File: config.mk
export PLATFORM = sky130hd
export DESIGN_NAME = irq_line_ctrl
export DESIGN_NICKNAME = d
export VERILOG_FILES = /design/src/rtl/irqc_pkg.sv /design/src/rtl/irqc_sync.sv /design/src/rtl/irqc_line_cell.sv /design/src/rtl/irqc_regbank.sv /design/src/rtl/irq_line_ctrl.sv
export SDC_FILE = /design/constraint.sdc
export NUM_CORES = 1
export LEC_CHECK = 0
export BUFFER_PORTS_ARGS = -buffer_cell sky130_fd_sc_hd__buf_2
export CORE_AREA = 2 2 144 146
export DETAILED_ROUTE_END_ITERATION = 12
export DIE_AREA = 0 0 146 148
export PLACE_DENSITY = 0.8
export SYNTH_ARGS = -nofsm -noshare
export SYNTH_HDL_FRONTEND = slang
export SYNTH_HIERARCHICAL = 1
export SYNTH_SLANG_ARGS = --single-unit
File: constraint.sdc
create_clock -name clk -period 1.9 [get_ports clk]
set_input_delay 0.19 -clock clk [delete_from_list [all_inputs] [get_ports clk]]
set_output_delay 0.19 -clock clk [all_outputs]
set_load 0.02 [all_outputs]
File: src/rtl/irqc_pkg.sv
// Package: shared register offsets for the interrupt line controller.
// Assumes byte addressing with word-aligned registers.
package irqc_pkg;
    localparam logic [7:0] OFS_STATUS = 8'h00;
    localparam logic [7:0] OFS_ENABLE = 8'h04;
    localparam logic [7:0] OFS_SET    = 8'h08;
    localparam logic [7:0] OFS_CLEAR  = 8'h0C;
    localparam logic [7:0] OFS_POL    = 8'h10;
    localparam logic [7:0] OFS_EDGE   = 8'h14;
    localparam logic [7:0] OFS_LAST   = OFS_EDGE;
endpackage

File: src/rtl/irqc_sync.sv
// Module: multi-stage synchroniser for a vector of asynchronous inputs.
// Assumes each bit is independent; no bus coherency is implied.
module irqc_sync #(
    parameter int W      = 32,
    parameter int STAGES = 2
) (
    input  logic         clk,
    input  logic         rst_n,
    input  logic [W-1:0] async_i,
    output logic [W-1:0] sync_o
);
    logic [STAGES-1:0][W-1:0] chain_q;

    generate
        for (genvar s = 0; s < STAGES; s++) begin : g_stage
            if (s == 0) begin : g_first
                // First stage captures the raw asynchronous inputs.
                always_ff @(posedge clk) begin
                    if (!rst_n) chain_q[0] <= '0;
                    else        chain_q[0] <= async_i;
                end
            end else begin : g_next
                // Later stages resolve metastability one more cycle.
                always_ff @(posedge clk) begin
                    if (!rst_n) chain_q[s] <= '0;
                    else        chain_q[s] <= chain_q[s-1];
                end
            end
        end
    endgenerate

    assign sync_o = chain_q[STAGES-1];
endmodule

File: src/rtl/irqc_line_cell.sv
// Module: one interrupt line's sensing and status bit.
// Assumes smp_i is already synchronised. A set strobe wins over all else.
// In transition mode a detected transition wins over a clear. In level mode
// the bit mirrors the active level.
module irqc_line_cell (
    input  logic clk,
    input  logic rst_n,
    input  logic smp_i,
    input  logic edge_i,
    input  logic pol_i,
    input  logic set_i,
    input  logic clr_i,
    output logic status_o
);
    logic prev_q;
    logic status_q;
    logic active;
    logic hit;

    // Polarity-adjusted level and selected transition detect.
    always_comb begin
        active = pol_i ? smp_i : ~smp_i;
        hit    = pol_i ? (smp_i & ~prev_q) : (~smp_i & prev_q);
    end

    // Remember the previous synchronised sample for transition detection.
    always_ff @(posedge clk) begin
        if (!rst_n) prev_q <= 1'b0;
        else        prev_q <= smp_i;
    end

    // Status update: set, then transition latch or level follow.
    always_ff @(posedge clk) begin
        if (!rst_n)      status_q <= 1'b0;
        else if (set_i)  status_q <= 1'b1;
        else if (edge_i) status_q <= hit | (status_q & ~clr_i);
        else             status_q <= active;
    end

    assign status_o = status_q;


    set_forces_chk: assert property (@(posedge clk) disable iff (!rst_n)
        set_i |=> status_q);


    latched_hold_chk: assert property (@(posedge clk) disable iff (!rst_n)
        (edge_i && status_q && !clr_i) |=> status_q);


    level_follow_chk: assert property (@(posedge clk) disable iff (!rst_n)
        (!edge_i && !set_i) |=>
            (status_q == ($past(pol_i) ? $past(smp_i) : !$past(smp_i))));
endmodule

File: src/rtl/irqc_regbank.sv
// Module: configuration registers, write strobes and read multiplexer.
// Assumes a single write per cycle; reads are combinational from addr_i.
module irqc_regbank
    import irqc_pkg::*;
#(
    parameter int NL = 32,
    parameter int AW = 8
) (
    input  logic          clk,
    input  logic          rst_n,
    input  logic          wr_i,
    input  logic [AW-1:0] addr_i,
    input  logic [NL-1:0] wdata_i,
    input  logic [NL-1:0] status_i,
    output logic [NL-1:0] rdata_o,
    output logic [NL-1:0] enable_o,
    output logic [NL-1:0] pol_o,
    output logic [NL-1:0] edge_o,
    output logic [NL-1:0] set_o,
    output logic [NL-1:0] clr_o
);
    localparam logic [AW-1:0] A_STATUS = AW'(OFS_STATUS);
    localparam logic [AW-1:0] A_ENABLE = AW'(OFS_ENABLE);
    localparam logic [AW-1:0] A_SET    = AW'(OFS_SET);
    localparam logic [AW-1:0] A_CLEAR  = AW'(OFS_CLEAR);
    localparam logic [AW-1:0] A_POL    = AW'(OFS_POL);
    localparam logic [AW-1:0] A_EDGE   = AW'(OFS_EDGE);

    logic [NL-1:0] enable_q, pol_q, edge_q;
    logic          mapped;

    // Decode whether the current address hits a defined register.
    always_comb begin
        mapped = (addr_i == A_STATUS) || (addr_i == A_ENABLE) ||
                 (addr_i == A_SET)    || (addr_i == A_CLEAR)  ||
                 (addr_i == A_POL)    || (addr_i == A_EDGE);
    end

    // Configuration register writes with reset defaults.
    always_ff @(posedge clk) begin
        if (!rst_n) begin
            enable_q <= '0;
            pol_q    <= '1;
            edge_q   <= '0;
        end else if (wr_i) begin
            if (addr_i == A_ENABLE) enable_q <= wdata_i;
            if (addr_i == A_POL)    pol_q    <= wdata_i;
            if (addr_i == A_EDGE)   edge_q   <= wdata_i;
        end
    end

    // One-cycle set and clear strobes derived from the write.
    always_comb begin
        set_o = (wr_i && addr_i == A_SET)   ? wdata_i : '0;
        clr_o = (wr_i && addr_i == A_CLEAR) ? wdata_i : '0;
    end

    // Read multiplexer; strobe and unmapped offsets return zero.
    always_comb begin
        case (addr_i)
            A_STATUS: rdata_o = status_i;
            A_ENABLE: rdata_o = enable_q;
            A_POL:    rdata_o = pol_q;
            A_EDGE:   rdata_o = edge_q;
            default:  rdata_o = '0;
        endcase
    end

    assign enable_o = enable_q;
    assign pol_o    = pol_q;
    assign edge_o   = edge_q;


    unmapped_write_chk: assert property (@(posedge clk) disable iff (!rst_n)
        (wr_i && !mapped) |=>
            ($stable(enable_q) && $stable(pol_q) && $stable(edge_q)));
endmodule

File: src/rtl/irq_line_ctrl.sv
// Module: top of the interrupt line controller. Synchronises the request
// lines, senses each one per its configuration, and drives one registered
// merged interrupt. Assumes NUM_LINES does not exceed the bus data width.
module irq_line_ctrl #(
    parameter int NUM_LINES   = 32,
    parameter int ADDR_W      = 8,
    parameter int SYNC_STAGES = 2
) (
    input  logic                 clk,
    input  logic                 rst_n,
    input  logic [NUM_LINES-1:0] irq_lines,
    input  logic                 bus_wr,
    input  logic [ADDR_W-1:0]    bus_addr,
    input  logic [NUM_LINES-1:0] bus_wdata,
    output logic [NUM_LINES-1:0] bus_rdata,
    output logic                 irq_out
);
    logic [NUM_LINES-1:0] smp, status, enable, pol, edge_sel, set_stb, clr_stb;
    logic                 irq_q;

    irqc_sync #(.W(NUM_LINES), .STAGES(SYNC_STAGES)) u_sync (
        .clk     (clk),
        .rst_n   (rst_n),
        .async_i (irq_lines),
        .sync_o  (smp)
    );

    irqc_regbank #(.NL(NUM_LINES), .AW(ADDR_W)) u_regs (
        .clk      (clk),
        .rst_n    (rst_n),
        .wr_i     (bus_wr),
        .addr_i   (bus_addr),
        .wdata_i  (bus_wdata),
        .status_i (status),
        .rdata_o  (bus_rdata),
        .enable_o (enable),
        .pol_o    (pol),
        .edge_o   (edge_sel),
        .set_o    (set_stb),
        .clr_o    (clr_stb)
    );

    generate
        for (genvar i = 0; i < NUM_LINES; i++) begin : g_line
            irqc_line_cell u_cell (
                .clk      (clk),
                .rst_n    (rst_n),
                .smp_i    (smp[i]),
                .edge_i   (edge_sel[i]),
                .pol_i    (pol[i]),
                .set_i    (set_stb[i]),
                .clr_i    (clr_stb[i]),
                .status_o (status[i])
            );
        end
    endgenerate

    // Register the OR of the masked status toward the parent controller.
    always_ff @(posedge clk) begin
        if (!rst_n) irq_q <= 1'b0;
        else        irq_q <= |(status & enable);
    end

    assign irq_out = irq_q;


    merged_out_chk: assert property (@(posedge clk) disable iff (!rst_n)
        irq_out == $past(|(status & enable)));
endmodule

==> flow_summary.yaml <==
worst_setup_path:
  maximum_fanout_encountered_on_the_critical_timing_path: 3
  setup.worst_path.start_class: "flop"
  worst_setup_path_end_kind: "primary output"
  rrSetupSlack_ns: 0.51
  timing.rr.start: "g_line[15].u_cell/status_o"
  critical_path_class: "flop to primary output"
  cp.required_ns: 1.71
  worst_r2r_path_depth: 3
  r2r-end: "irq_out"
  data_arrival_time_of_the_worst_path_ns: 1.76
detailed_routing:
  detail_route.iter0.violations: 583
  via_count: 8750
  routed_wirelength_um: 27100
  drt_pre_antenna_iters: 5
  route.detailed.drc: 0
  drtAntennaViolNets: 0
  drt-wirelength-per-cell_um: 17.5
  vias_per_cell: 5.63
grt:
  first_pass_grt_wire_length_um: 43200
  grtUsageTotal: 0.243
  first_global_vias: 8502
  global_route.overflow_total: 0
  largest_net_degree_at_the_start_of_global_routing: 71
  antenna_found_initial: 1
clocking:
  tritoncts.num_buffers: 25
  clk_pin_slew_ns: 0.06
  clock-sinks: 225
  cts_max_path_buffers: 3
  htree_levels: 1
  cts_tree: "done"
  cts-root-buf: "sky130_fd_sc_hd__clkbuf_16"
  clock_latency_ns: 0.52
sta:
  setup_viol_count_final: 10
  timing_max_transition_violations_final: 0
  worst-slew-pin-transition_ns: 0.372
  worst_clock_skew_ns: 0.0120
  setup_tns_ns: -0.169
  maxClockFrequency_ghz: 0.514
  holdWs_ns: 0.0149
  worst_slack_ns: -0.0456
  worst_slew_margin_rel: 0.752
  final.period_utilization: 1.02
  finalHoldViolCount: 0
  rsz0062_at_grt: "yes"
  layout_min_cycle_time_ns: 1.95
floorplanning:
  die_area_um2: 21600
  floorplan.die.width_um: 146
  std_cell_rows: 52
  starting_density_of_the_core: 0.524
  top_level_ports: 108
  die_height_um: 148
  fp.coreArea_um2: 20000
placed_design:
  dp.final_hpwl_um: 17200
  port_buffers: 107
  detailedPlace.worstSlack_ns: -0.163
  gp_routability_congestion: 0.856
cells_and_area:
  syn_to_final_growth_pct: 24.5
  final_net_count: 1344
  final_core_util: 0.652
  combined_area_of_the_multi_input_logic_cells_um2: 5520
  layout.filler_cells: 1564
  seqCellArea_um2: 4500
  final_layout_size_suffix_gt1_frac: 0.220
job:
  max_cap_violations: 0
hold_path:
  min_path_type: "input port to flop"
  hold_path_startpoint: "bus_wdata[25]"
  cell_depth_of_the_worst_min_delay_path: 3
  hold_path_end: "u_regs/enable_o[25]"
logic_synthesis:
  syn_avg_cell_area_um2: 9.40
  post_synth_top_area_share: 0.429
  synth_top_cells_by_area: "sky130_fd_sc_hd__dfxtp_1 (43%), sky130_fd_sc_hd__mux2i_1 (12%), sky130_fd_sc_hd__and2_1 (5.7%), sky130_fd_sc_hd__nor2b_1 (5.7%), sky130_fd_sc_hd__and2_2 (4.6%)"
  most_frequent_cell_after_synthesis: "sky130_fd_sc_hd__dfxtp_1"
  synth-main-ff-cell: "sky130_fd_sc_hd__dfxtp_1"
  synth_top_area_cell: "sky130_fd_sc_hd__dfxtp_1"
  async_flop_share: 0
  ys_top_cells_by_count: "sky130_fd_sc_hd__dfxtp_1 (225), sky130_fd_sc_hd__mux2i_1 (128), sky130_fd_sc_hd__nand2_1 (97), sky130_fd_sc_hd__and2_1 (96), sky130_fd_sc_hd__nor2b_1 (96)"
  yosys_warnings: 6
  yosys_register_bits: 225
  share_of_the_yosys_chip_area_belonging_to_registers: 0.429
  post_synth_instance_area_um2: 10500
  synth.distinct_cells: 32
  synth_enable_flop_cells: 0
  postSynthCellCount: 1117
  synth_nets: 1192
power:
  power.density_cell_area_nw_per_um2: 771
  leakage_nw: 5.37
  worst_ir_drop_vdd_mv: 0.638
status:
  outcome: "finished, violations left"
  violations_in_the_final_reports: "setup timing"
==> routing by layer <==
metal	routed length (um)	GRT usage
met3	1820	0.0444
met2	12700	0.406
met5	0	0
met4	709	0.0854
met1	11900	0.317
==> power breakdown <==
part	leakage, nW	internal (mW)	total (mW)	switching (mW)
logic	3.16	0.348	0.662	0.314
registers	1.83	4.82	4.90	0.0758
clock network	0.373	2.65	4.51	1.86
total	5.37	7.82	10.1	2.25
==> per-stage QoR <==
stage	total power [mW]	instance area, um^2	std cells
finish	10.1	13100	1553
global route	10.4	13100	1552
CTS	10.1	13000	1553
detailed placement	5.53	11200	1443
global placement	5.51	11200	1443
floorplan	5.32	10500	1117
==> sequential cells by signal, summed over array words and instances, names as in the netlist <==
name	cells
u_sync/sync_o	32
u_regs/edge_o	32
u_sync/chain_q	32
g_line.u_cell/prev_q	32
g_line.u_cell/status_o	32
u_regs/enable_o	32
irq_out	1
u_regs/pol_o	32
==> repair_timing <==
| item | 4_1_cts | 5_1_grt |
|---|---|---|
| pin swaps | 9 | 6 |
| gates resized for setup | 76 | 21 |
| cloned | 3 | 0 |
| setup endpoints to repair | 31 | 32 |
| hold endpoints to repair | 111 | 0 |
| hold buffers | 63 | 0 |
| buffers inserted | 4 | 0 |
==> worst max path at each step <==
stage / startpoint / end / slack, ns / cells after the start
2_1_floorplan: bus_addr[5] / g_line[10].u_cell/status_o / 0.07 / 7
3_3_place_gp: bus_addr[5] / bus_rdata[6] / -0.11 / 7
3_5_place_dp: bus_addr[5] / g_line[20].u_cell/status_o / -0.16 / 8
4_1_cts: bus_addr[6] / bus_rdata[29] / -0.04 / 7
5_1_grt: u_regs/enable_o[18] / bus_rdata[18] / -0.07 / 5
6_report: u_regs/enable_o[18] / bus_rdata[18] / -0.05 / 5
==> worst max-delay path, stage by stage, from the launching register on <==
cell	delay (ns)
sky130_fd_sc_hd__dfxtp_1	0.32
sky130_fd_sc_hd__mux2i_1	0.27
sky130_fd_sc_hd__nor3_4	0.05
sky130_fd_sc_hd__buf_4	0.13
sky130_fd_sc_hd__a221o_1	0.31
sky130_fd_sc_hd__buf_6	0.15
==> placed cells by master, fill, tap and decap left out, types with 33 or more instances in the layout <==
cell / count
sky130_fd_sc_hd__and2_2: 64
sky130_fd_sc_hd__nor2b_1: 96
sky130_fd_sc_hd__buf_4: 35
sky130_fd_sc_hd__inv_1: 33
sky130_fd_sc_hd__nand2_1: 97
sky130_fd_sc_hd__dfxtp_1: 225
sky130_fd_sc_hd__buf_2: 75
sky130_fd_sc_hd__and2_1: 96
sky130_fd_sc_hd__mux2i_1: 128
sky130_fd_sc_hd__dlygate4sd3_1: 63
==> kinds of logic after synthesis <==
kind of cell | count (synthesis) | share of synthesized area
buffers and inverters | 122 | 0.0613
AND/OR/NAND/NOR | 433 | 0.241
AO/OA/AOI/OAI | 209 | 0.146
flip-flops | 225 | 0.429
multiplexers | 128 | 0.122
==> cell type report <==
type / count / area share
clock inverters: 8 / 0.00575
diodes: 1 / 0.000192
repair buffers: 214 / 0.139
flip-flops and latches: 225 / 0.345
multi-input cells: 770 / 0.423
inverters: 33 / 0.00948
well taps: 270 / 0.0259
clock buffers: 32 / 0.0522
Power figures use the tool's default switching activity.
